**src/rtl/adc_bus_pkg.sv**
```systemverilog
package adc_bus_pkg;
  typedef enum logic [1:0] {
    ST_IDLE,
    ST_RDCONV,
    ST_WRLOW,
    ST_WRTIME
  } ctrl_st_e;

  typedef struct packed {
    logic rd_start;
    logic cs_rise;
    logic rd_rise;
    logic rd_fall;
    logic wr_fall;
    logic wr_rise;
  } bus_ev_t;
endpackage

```
**src/rtl/adc_bus_edges.sv**
```systemverilog
module adc_bus_edges #(
  parameter int N = 3
) (
  input  logic         clk_i,
  input  logic         rst_ni,
  input  logic [N-1:0] lvl_i,
  output logic [N-1:0] prev_o
);
  for (genvar g = 0; g < N; g++) begin : g_bit
    always_ff @(posedge clk_i or negedge rst_ni) begin
      if (!rst_ni) prev_o[g] <= 1'b1;
      else         prev_o[g] <= lvl_i[g];
    end
  end
endmodule

```
**src/rtl/adc_bus_seq.sv**
```systemverilog
module adc_bus_seq
  import adc_bus_pkg::*;
#(
  parameter int CONV_CYC = 70,
  parameter int TOUT_CYC = 38,
  parameter int BYP_CYC  = 25,
  parameter int GAP_CYC  = 50
) (
  input  logic    clk_i,
  input  logic    rst_ni,
  input  logic    mode_i,
  input  logic    cs_ni,
  input  bus_ev_t ev_i,
  output logic    done_o,
  output logic    rdy_pd_o,
  output logic    busy_o,
  output logic    gap_o
);
  localparam int MAXC = (CONV_CYC > TOUT_CYC) ? CONV_CYC : TOUT_CYC;
  localparam int CW   = $clog2(MAXC + 1);
  localparam int GW   = $clog2(GAP_CYC + 1);

  ctrl_st_e        st_q, st_d;
  logic [CW-1:0]   cnt_q, cnt_d;
  logic [GW-1:0]   gap_q, gap_d;
  logic            release_w, byp_ok;

  assign release_w = ev_i.cs_rise | ev_i.rd_rise;
  assign byp_ok    = ev_i.rd_fall & ~cs_ni & (cnt_q >= CW'(BYP_CYC));

  always_comb begin
    st_d   = st_q;
    cnt_d  = cnt_q;
    done_o = 1'b0;
    gap_d  = (gap_q != '0) ? gap_q - GW'(1) : '0;
    unique case (st_q)
      ST_IDLE: begin
        if (gap_q == '0) begin
          if (!mode_i && ev_i.rd_start) begin
            st_d  = ST_RDCONV;
            cnt_d = CW'(1);
          end else if (mode_i && ev_i.wr_fall && !cs_ni) begin
            st_d = ST_WRLOW;
          end
        end
      end
      ST_RDCONV: begin
        if (cnt_q == CW'(CONV_CYC)) begin
          done_o = 1'b1;
          st_d   = ST_IDLE;
        end else if (release_w) begin
          st_d = ST_IDLE;
        end else begin
          cnt_d = cnt_q + CW'(1);
        end
      end
      ST_WRLOW: begin
        if (ev_i.wr_rise) begin
          st_d  = ST_WRTIME;
          cnt_d = CW'(1);
        end
      end
      ST_WRTIME: begin
        if (cnt_q == CW'(TOUT_CYC) || byp_ok) begin
          done_o = 1'b1;
          st_d   = ST_IDLE;
        end else begin
          cnt_d = cnt_q + CW'(1);
        end
      end
      default: st_d = ST_IDLE;
    endcase
    if (done_o) gap_d = GW'(GAP_CYC);
  end

  always_ff @(posedge clk_i or negedge rst_ni) begin
    if (!rst_ni) begin
      st_q  <= ST_IDLE;
      cnt_q <= '0;
      gap_q <= '0;
    end else begin
      st_q  <= st_d;
      cnt_q <= cnt_d;
      gap_q <= gap_d;
    end
  end

  assign rdy_pd_o = (st_q == ST_RDCONV);
  assign busy_o   = (st_q != ST_IDLE);
  assign gap_o    = (gap_q != '0);
endmodule

```
**src/rtl/adc_bus_out.sv**
```systemverilog
module adc_bus_out #(
  parameter int DW = 8
) (
  input  logic          clk_i,
  input  logic          rst_ni,
  input  logic          done_i,
  input  logic          release_i,
  input  logic          cs_ni,
  input  logic          rd_ni,
  input  logic [DW-1:0] data_i,
  input  logic          ofl_i,
  output logic [DW-1:0] db_o,
  output logic          db_oe_o,
  output logic          ofl_o,
  output logic          int_no
);
  logic valid_q;

  always_ff @(posedge clk_i or negedge rst_ni) begin
    if (!rst_ni) begin
      db_o    <= '0;
      ofl_o   <= 1'b0;
      valid_q <= 1'b0;
    end else if (done_i) begin
      db_o    <= data_i;
      ofl_o   <= ofl_i;
      valid_q <= 1'b1;
    end
  end

  // release in the completion cycle keeps the interrupt inactive
  always_ff @(posedge clk_i or negedge rst_ni) begin
    if (!rst_ni)                    int_no <= 1'b1;
    else if (release_i)             int_no <= 1'b1;
    else if (done_i)                int_no <= 1'b0;
  end

  assign db_oe_o = valid_q & ~cs_ni & ~rd_ni;
endmodule

```
**src/rtl/adc_bus_ctrl.sv**
```systemverilog
module adc_bus_ctrl
  import adc_bus_pkg::*;
#(
  parameter int DW       = 8,
  parameter int CONV_CYC = 70,
  parameter int TOUT_CYC = 38,
  parameter int BYP_CYC  = 25,
  parameter int GAP_CYC  = 50
) (
  input  logic          clk_i,
  input  logic          rst_ni,
  input  logic          mode_i,
  input  logic          cs_ni,
  input  logic          rd_ni,
  input  logic          wr_rdy_ni,
  output logic          wr_rdy_pd_o,
  output logic          int_no,
  input  logic [DW-1:0] conv_data_i,
  input  logic          conv_ofl_i,
  output logic [DW-1:0] db_o,
  output logic          db_oe_o,
  output logic          ofl_o
);
  logic [2:0] lvl, prev;
  bus_ev_t    ev;
  logic       done_w, busy_w, gap_w;

  assign lvl = {wr_rdy_ni, rd_ni, cs_ni};

  adc_bus_edges #(.N(3)) u_edges (
    .clk_i  (clk_i),
    .rst_ni (rst_ni),
    .lvl_i  (lvl),
    .prev_o (prev)
  );

  always_comb begin
    ev.cs_rise  = cs_ni & ~prev[0];
    ev.rd_rise  = rd_ni & ~prev[1];
    ev.rd_fall  = ~rd_ni & prev[1];
    ev.wr_rise  = wr_rdy_ni & ~prev[2];
    ev.wr_fall  = ~wr_rdy_ni & prev[2];
    ev.rd_start = ~cs_ni & ~rd_ni & (prev[0] | prev[1]);
  end

  adc_bus_seq #(
    .CONV_CYC (CONV_CYC),
    .TOUT_CYC (TOUT_CYC),
    .BYP_CYC  (BYP_CYC),
    .GAP_CYC  (GAP_CYC)
  ) u_seq (
    .clk_i    (clk_i),
    .rst_ni   (rst_ni),
    .mode_i   (mode_i),
    .cs_ni    (cs_ni),
    .ev_i     (ev),
    .done_o   (done_w),
    .rdy_pd_o (wr_rdy_pd_o),
    .busy_o   (busy_w),
    .gap_o    (gap_w)
  );

  adc_bus_out #(.DW(DW)) u_out (
    .clk_i     (clk_i),
    .rst_ni    (rst_ni),
    .done_i    (done_w),
    .release_i (ev.cs_rise | ev.rd_rise),
    .cs_ni     (cs_ni),
    .rd_ni     (rd_ni),
    .data_i    (conv_data_i),
    .ofl_i     (conv_ofl_i),
    .db_o      (db_o),
    .db_oe_o   (db_oe_o),
    .ofl_o     (ofl_o),
    .int_no    (int_no)
  );
endmodule

```
**config.mk**
```make
export PLATFORM = sky130hd
export DESIGN_NAME = adc_bus_ctrl
export DESIGN_NICKNAME = d
export VERILOG_FILES = /design/src/rtl/adc_bus_pkg.sv /design/src/rtl/adc_bus_edges.sv /design/src/rtl/adc_bus_seq.sv /design/src/rtl/adc_bus_out.sv /design/src/rtl/adc_bus_ctrl.sv
export SDC_FILE = /design/constraint.sdc
export NUM_CORES = 1
export LEC_CHECK = 0
export BUFFER_PORTS_ARGS = -buffer_cell sky130_fd_sc_hd__buf_2
export CAP_MARGIN = 20
export CELL_PAD_IN_SITES_DETAIL_PLACEMENT = 1
export CELL_PAD_IN_SITES_GLOBAL_PLACEMENT = 2
export CORE_MARGIN = 5
export CORE_UTILIZATION = 35
export DETAILED_ROUTE_END_ITERATION = 8
export PLACE_DENSITY_LB_ADDON = 0.1
export SLEW_MARGIN = 20
export SYNTH_ARGS = -nofsm -noshare
export SYNTH_HDL_FRONTEND = slang
export SYNTH_SLANG_ARGS = --single-unit
```
**constraint.sdc**
```tcl
create_clock -name clk_i -period 2.45 [get_ports clk_i]
set_input_delay 0.245 -clock clk_i [delete_from_list [all_inputs] [get_ports clk_i]]
set_output_delay 0.245 -clock clk_i [all_outputs]
set_load 0.05 [all_outputs]
```
==> results of run 1 <==
[layout make-up]
type	instances	area (um^2)	share of cell area (%)
Sequential cell	29	731	41.7
Clock buffer	7	96.3	5.50
Multi-Input combinational cell	88	691	39.4
Clock inverter	1	5.00	0.286
Timing Repair Buffer	27	138	7.85
Inverter	8	30.0	1.71
Tap cell	50	62.6	3.57
[cells by family after synthesis]
logic type | Yosys count | synth area share, %
AND/OR/NAND/NOR | 44 | 18.7
flip-flops | 29 | 49.8
AO/OA/AOI/OAI | 26 | 14.3
buffers and inverters | 10 | 3.58
multiplexers | 10 | 7.59
adder cells (fa/ha/maj) | 5 | 4.26
XOR/XNOR | 3 | 1.79
[per-layer routing]
| layer | vias to the layer above | routed length, um |
|---|---|---|
| met2 | 27 | 1780 |
| met4 | 0 | 40 |
| li1 | 531 | - |
| met5 | - | 0 |
| met3 | 4 | 171 |
| met1 | 568 | 1490 |
[worst paths after layout]
| kind | slack, ps | depth (start not counted) | startpoint | end |
|---|---|---|---|---|
| worst max-delay path | 230 | 7 | u_seq.cnt_q[1] | u_seq.cnt_q[2] |
| worst min-delay path | 0.3 | 1 | rst_ni | u_out.valid_q |
| worst max register to register | 230 | 7 | u_seq.cnt_q[1] | u_seq.cnt_q[2] |
| worst min register to register | 470 | 1 | u_seq.gap_q[0] | u_seq.gap_q[0] |
| max in group asynchronous | 2010 | 1 | rst_ni | u_seq.cnt_q[6] |
| min in group clk_i | 80 | 1 | wr_rdy_ni | u_edges.prev_o[2] |
[power breakdown]
part	internal, mW	switching [mW]	leakage, nW
Combinational	0.414	0.734	0.425
Sequential	0.688	0.199	0.339
Clock	0.253	0.182	0.0542
[layout by cell type (no fill, tap or decap), types with 2 or more instances in the layout]
cell,netlist,final
o21ai_0,5,4
dfstp_2,4,4
nor3_1,2,2
nor2_1,9,9
a21oi_1,4,4
buf_2,0,26
a211o_1,2,2
and3_1,5,5
clkbuf_8,0,7
inv_1,8,8
nand4_1,3,3
nor4_1,4,3
o22ai_1,2,2
ha_1,5,5
nand2b_1,2,2
nand2_1,7,7
a211o_2,2,2
o31ai_1,2,2
o21ai_1,1,2
dfrtp_1,25,25
mux2_2,8,8
nor2b_1,2,2
xnor2_1,3,3
[cells in the mapped netlist (2+ instances only)]
library cell	n
inv_1	8
nor4_1	4
o22ai_1	2
nand2b_1	2
nor2_1	9
nor2b_1	2
o31ai_1	2
and3_1	5
o21ai_0	5
buf_6	2
dfstp_2	4
xnor2_1	3
dfrtp_1	25
nor3_1	2
a211o_1	2
a21oi_1	4
nand2_1	7
a211o_2	2
nand4_1	3
ha_1	5
mux2_2	8
[worst reg2reg max path: cells and delay by family, from the launching register on]
family / cells / cell delay [ps]
AO/OA/AOI/OAI: 4 / 1010
flip-flops: 1 / 420
AND/OR/NAND/NOR: 1 / 360
adder cells (fa/ha/maj): 1 / 220
buffers and inverters: 1 / 100
[timing repair]
| action | 4_1_cts | 5_1_grt |
|---|---|---|
| endpoints found under the setup margin | 0 | 4 |
| gates resized for setup | 0 | 2 |
| endpoints found under the hold margin | 0 | 0 |
[sequential cells by signal, indices dropped and copies added (netlist names)]
name and cells:
u_seq.gap_q 6, u_seq.st_q 2, u_out.db_o 8, u_out.ofl_o 1, u_out.int_no 1, u_edges.prev_o 3, u_seq.cnt_q 7, u_out.valid_q 1
[through the flow]
stage	hold WS [ps]	util (%)	power, mW	cells
global placement	315	40.8	2.00	202
finish	0.330	43.5	2.47	210
detailed placement	327	40.8	2.04	202
global route	52.7	43.5	2.66	210
floorplan	-50.6	-	1.75	127
CTS	22.8	43.4	2.49	210
==> flow_summary.json, run 1 <==
{
  "yosysSeqAreaShare_pct": 49.8,
  "use_met1_pct": 17.1,
  "vias": 1130,
  "fin_skew_ps": 7.65,
  "portBuffers": 26,
  "drive_gt1_share_pct": 36.9,
  "worstHoldPathType": "input pin to asynchronous set/reset pin",
  "grtUsageMet3_pct": 4.94,
  "path_max_fanout": 15,
  "viasPerCell": 5.38,
  "first_global_vias": 1200,
  "cp_common_cell": "o31ai_1",
  "finalCritPeriodShare_pct": 90.5,
  "final_nets": 179,
  "stdcell_area_um2": 1750,
  "crit_family": "compound AO/OA/AOI/OAI gates",
  "place_ws_ps": 132,
  "crit_slowest_cell": "o221a_2",
  "synth_edf_count": 0,
  "powerDensity_nw_per_um2": 1410,
  "dp_hpwl_mm": 2.56,
  "grtUsageTotal_pct": 14.2,
  "syn_nets": 147,
  "place_area_um2": 1650,
  "syn_area_um2": 1470,
  "synth_top_cell_area_share_pct": 42.6,
  "crit_arrival_ps": 2370,
  "grt_max_degree": 30,
  "synthArstFlopShare_pct": 100,
  "drt_iter0_markers": 22,
  "grt-ovfl-total": 0,
  "layout_setup_ws_ps": 234,
  "root_buffer": "clkbuf_8",
  "routed_wirelength_mm": 3.48,
  "cellLeakagePower_nw": 0.818,
  "die_w_um": 74.8,
  "grt_pass1_wl_mm": 5.93,
  "cts_tree": "built",
  "crit_buf_inv": 1,
  "areaGrowthSynthToFinish_pct": 19.4,
  "core_area_um2": 4030,
  "antenna_found_initial": 0,
  "synth_area_per_cell_um2": 11.6,
  "ioPinCount": 27,
  "tightestPinTransition_ps": 671,
  "drtPass1Iterations": 4,
  "rows": 23,
  "clk_latency_ps": 280,
  "crit_chain": "inv_1, ha_1, nor4_2, a211oi_2, o221a_2, o31ai_1, o31ai_1",
  "slowest_delay_ps": 440,
  "fp.dieArea_um2": 5590,
  "critPathLaunchType": "register",
  "finalSetupViolCount": 0,
  "num_antenna_cells": 0,
  "cts_max_level": 2,
  "synth-warning-count": 0,
  "cp.required_ps": 2600,
  "post_cts_buffers": 0,
  "status": "finished, final reports clean",
  "finalHoldViolations": 0,
  "drtAntennaViolNets": 0,
  "slew_headroom_pct": 55.3,
  "cts.sink_count": 29,
  "ys_ff_latch": 29,
  "start_util_pct": 36.4,
  "tns_ps": 0,
  "die_y_um": 74.8,
  "cts.reportedPaths.clkPinSlew_ps": 70,
  "drv_cap": 0,
  "drv_slew": 0,
  "synthTopCellsByArea": "dfrtp_1 43%, dfstp_2 7.2%, mux2_2 6.1%, ha_1 4.3%, nor2_1 2.3%",
  "ys.flop_type": "dfrtp_1",
  "cts_buffers": 5,
  "place.gp.congestion": 0.731,
  "end_kind": "register",
  "ir_worst_vdd_mv": 0.621,
  "synth_area_leader_cell": "dfrtp_1",
  "cts_max_path_buffers": 2,
  "fillCellCount": 452,
  "wl_per_cell_um": 16.6,
  "grt_use_met2_pct": 23.7,
  "synth_cell_type_count": 42,
  "period_needed_ps": 2220,
  "max_clock_freq_mhz": 451,
  "busiest_layer": "met2",
  "crit_type": "register to register",
  "hold_buffers": 0,
  "syn_inst": 127,
  "drc_errors": 0
}
Note: power is estimated with default switching activity, not from simulation.
==> inputs of run 2 (changes only) <==
Settings changed: CELL_PAD_IN_SITES_GLOBAL_PLACEMENT 2 to 1, CORE_UTILIZATION 35 to 43, SKIP_CTS_REPAIR_TIMING set to 1.
==> flow_summary.json, run 2 (synthesis gave the netlist of run 1 again) <==
{
  "status": "finished, final reports clean",
  "portBuffers": 26,
  "layout_setup_ws_ps": 157,
  "cts.sink_count": 29,
  "fp.dieArea_um2": 4680,
  "top_register": "u_out.db_o",
  "root_buffer": "clkbuf_4",
  "antenna_found_initial": 0,
  "placed_cells": 197,
  "start_util_pct": 44.3,
  "die_w_um": 68.4,
  "place_area_um2": 1630,
  "cts_max_path_buffers": 2,
  "num_antenna_cells": 0,
  "powerDensity_nw_per_um2": 1360,
  "cellLeakagePower_nw": 0.810,
  "vias": 1120,
  "drtPass1Iterations": 4,
  "place.gp.congestion": 0.773,
  "drive_gt1_share_pct": 35.4,
  "grtUsageTotal_pct": 17.7,
  "rsz0062_at_grt": "no",
  "finalCritPeriodShare_pct": 93.6,
  "critPathLaunchType": "register",
  "dp_hpwl_mm": 2.55,
  "crit_arrival_ps": 2520,
  "drv_slew": 0,
  "final_common_cell": "buf_2",
  "end_kind": "register",
  "cts_buffers": 5,
  "tightestPinTransition_ps": 661,
  "crit_type": "register to register",
  "cts_tree": "built",
  "clk_latency_ps": 330,
  "grt_pass1_wl_mm": 5.84,
  "largest_registers": "u_out.db_o: 8 flops, u_seq.cnt_q: 7 flops, u_seq.gap_q: 6 flops",
  "drtAntennaViolNets": 0,
  "max_clock_freq_mhz": 436,
  "wl_per_cell_um": 16.4,
  "drc_errors": 0,
  "areaGrowthSynthToFinish_pct": 18.2,
  "tns_ps": 0,
  "routed_wirelength_mm": 3.39,
  "rows": 21,
  "cts_max_level": 2,
  "path_max_fanout": 15,
  "cts.reportedPaths.clkPinSlew_ps": 90,
  "period_needed_ps": 2290,
  "slew_headroom_pct": 56.0,
  "core_area_um2": 3310,
  "first_global_vias": 1258,
  "viasPerCell": 5.41,
  "finalSetupViolCount": 0,
  "drv_cap": 0,
  "largest_register_ffs": 8,
  "mostFrequentLayoutCells": "26 x buf_2, 25 x dfrtp_1, 9 x nor2_1",
  "ir_worst_vdd_mv": 0.706,
  "drt_iter0_markers": 44,
  "holdWs_ps": 36.9,
  "ioPinCount": 27,
  "finalHoldViolations": 0,
  "fin_skew_ps": 4.04,
  "cp.required_ps": 2680,
  "place_ws_ps": 109,
  "grt_max_degree": 30,
  "final_nets": 180,
  "stdcell_area_um2": 1730,
  "finalNonFillerCells": 207,
  "grt-ovfl-total": 0,
  "worstHoldPathType": "input pin to register",
  "die_y_um": 68.4
}
run 2: cell types whose count changed in the layout (fill, tap and decap cells not counted):
cell,delta
dlygate4sd3_1,+2
clkbuf_8,-5
clkbuf_4,+5
buf_4,-1
o221ai_4,+1
nor4_1,+1
o221ai_2,-1
o21ai_0,+1
nor4_2,-1
o21ai_1,-1
run 2: final timing paths:
| path | from | to | slack, ps | depth (start not counted) |
|---|---|---|---|---|
| setup / recovery | u_edges.prev_o[1] | u_seq.cnt_q[5] | 160 | 5 |
| hold / removal | rd_ni | u_edges.prev_o[1] | 40 | 1 |
| setup reg to reg | u_edges.prev_o[1] | u_seq.cnt_q[5] | 160 | 5 |
| hold reg to reg | u_seq.gap_q[0] | u_seq.gap_q[0] | 480 | 1 |
| max in group asynchronous | rst_ni | u_out.db_o[3] | 1550 | 2 |
| min in group asynchronous | rst_ni | u_seq.gap_q[5] | 470 | 2 |
run 2: layer usage:
| layer | GRT usage [%] | wire length, um | up-vias |
|---|---|---|---|
| met5 | 0 | 0 | - |
| met4 | 8.19 | 47 | 0 |
| met2 | 29.6 | 1650 | 29 |
| li1 | - | - | 536 |
| met1 | 19.8 | 1510 | 551 |
| met3 | 6.57 | 184 | 4 |
run 2: where the power goes:
part | total, mW | leakage, nW | internal (mW) | switching (mW)
clock network | 0.338 | 0.0413 | 0.166 | 0.172
registers | 0.887 | 0.339 | 0.686 | 0.201
logic | 1.13 | 0.430 | 0.407 | 0.724
total | 2.36 | 0.810 | 1.26 | 1.10
run 2: area by class of cell:
type,instances,area (um^2)
Sequential cell,29,731
Clock buffer,7,65.1
Multi-Input combinational cell,88,696
Tap cell,46,57.6
Fill cell,389,1580
Inverter,8,30.0
Timing Repair Buffer,28,150
Clock inverter,1,5.00
run 2: per-stage QoR:
stage	power, mW	utilization (%)
global route	2.54	52.4
CTS	2.37	51.4
detailed placement	2.02	49.3
global placement	1.97	49.3
finish	2.36	52.4
floorplan	1.75	-
run 2: worst max-delay path, stage by stage, from the launching register on:
cell	delay (ps)
dfstp_2	550
or3b_1	390
a211oi_2	310
o221a_2	510
nor4_1	100
a211o_2	320
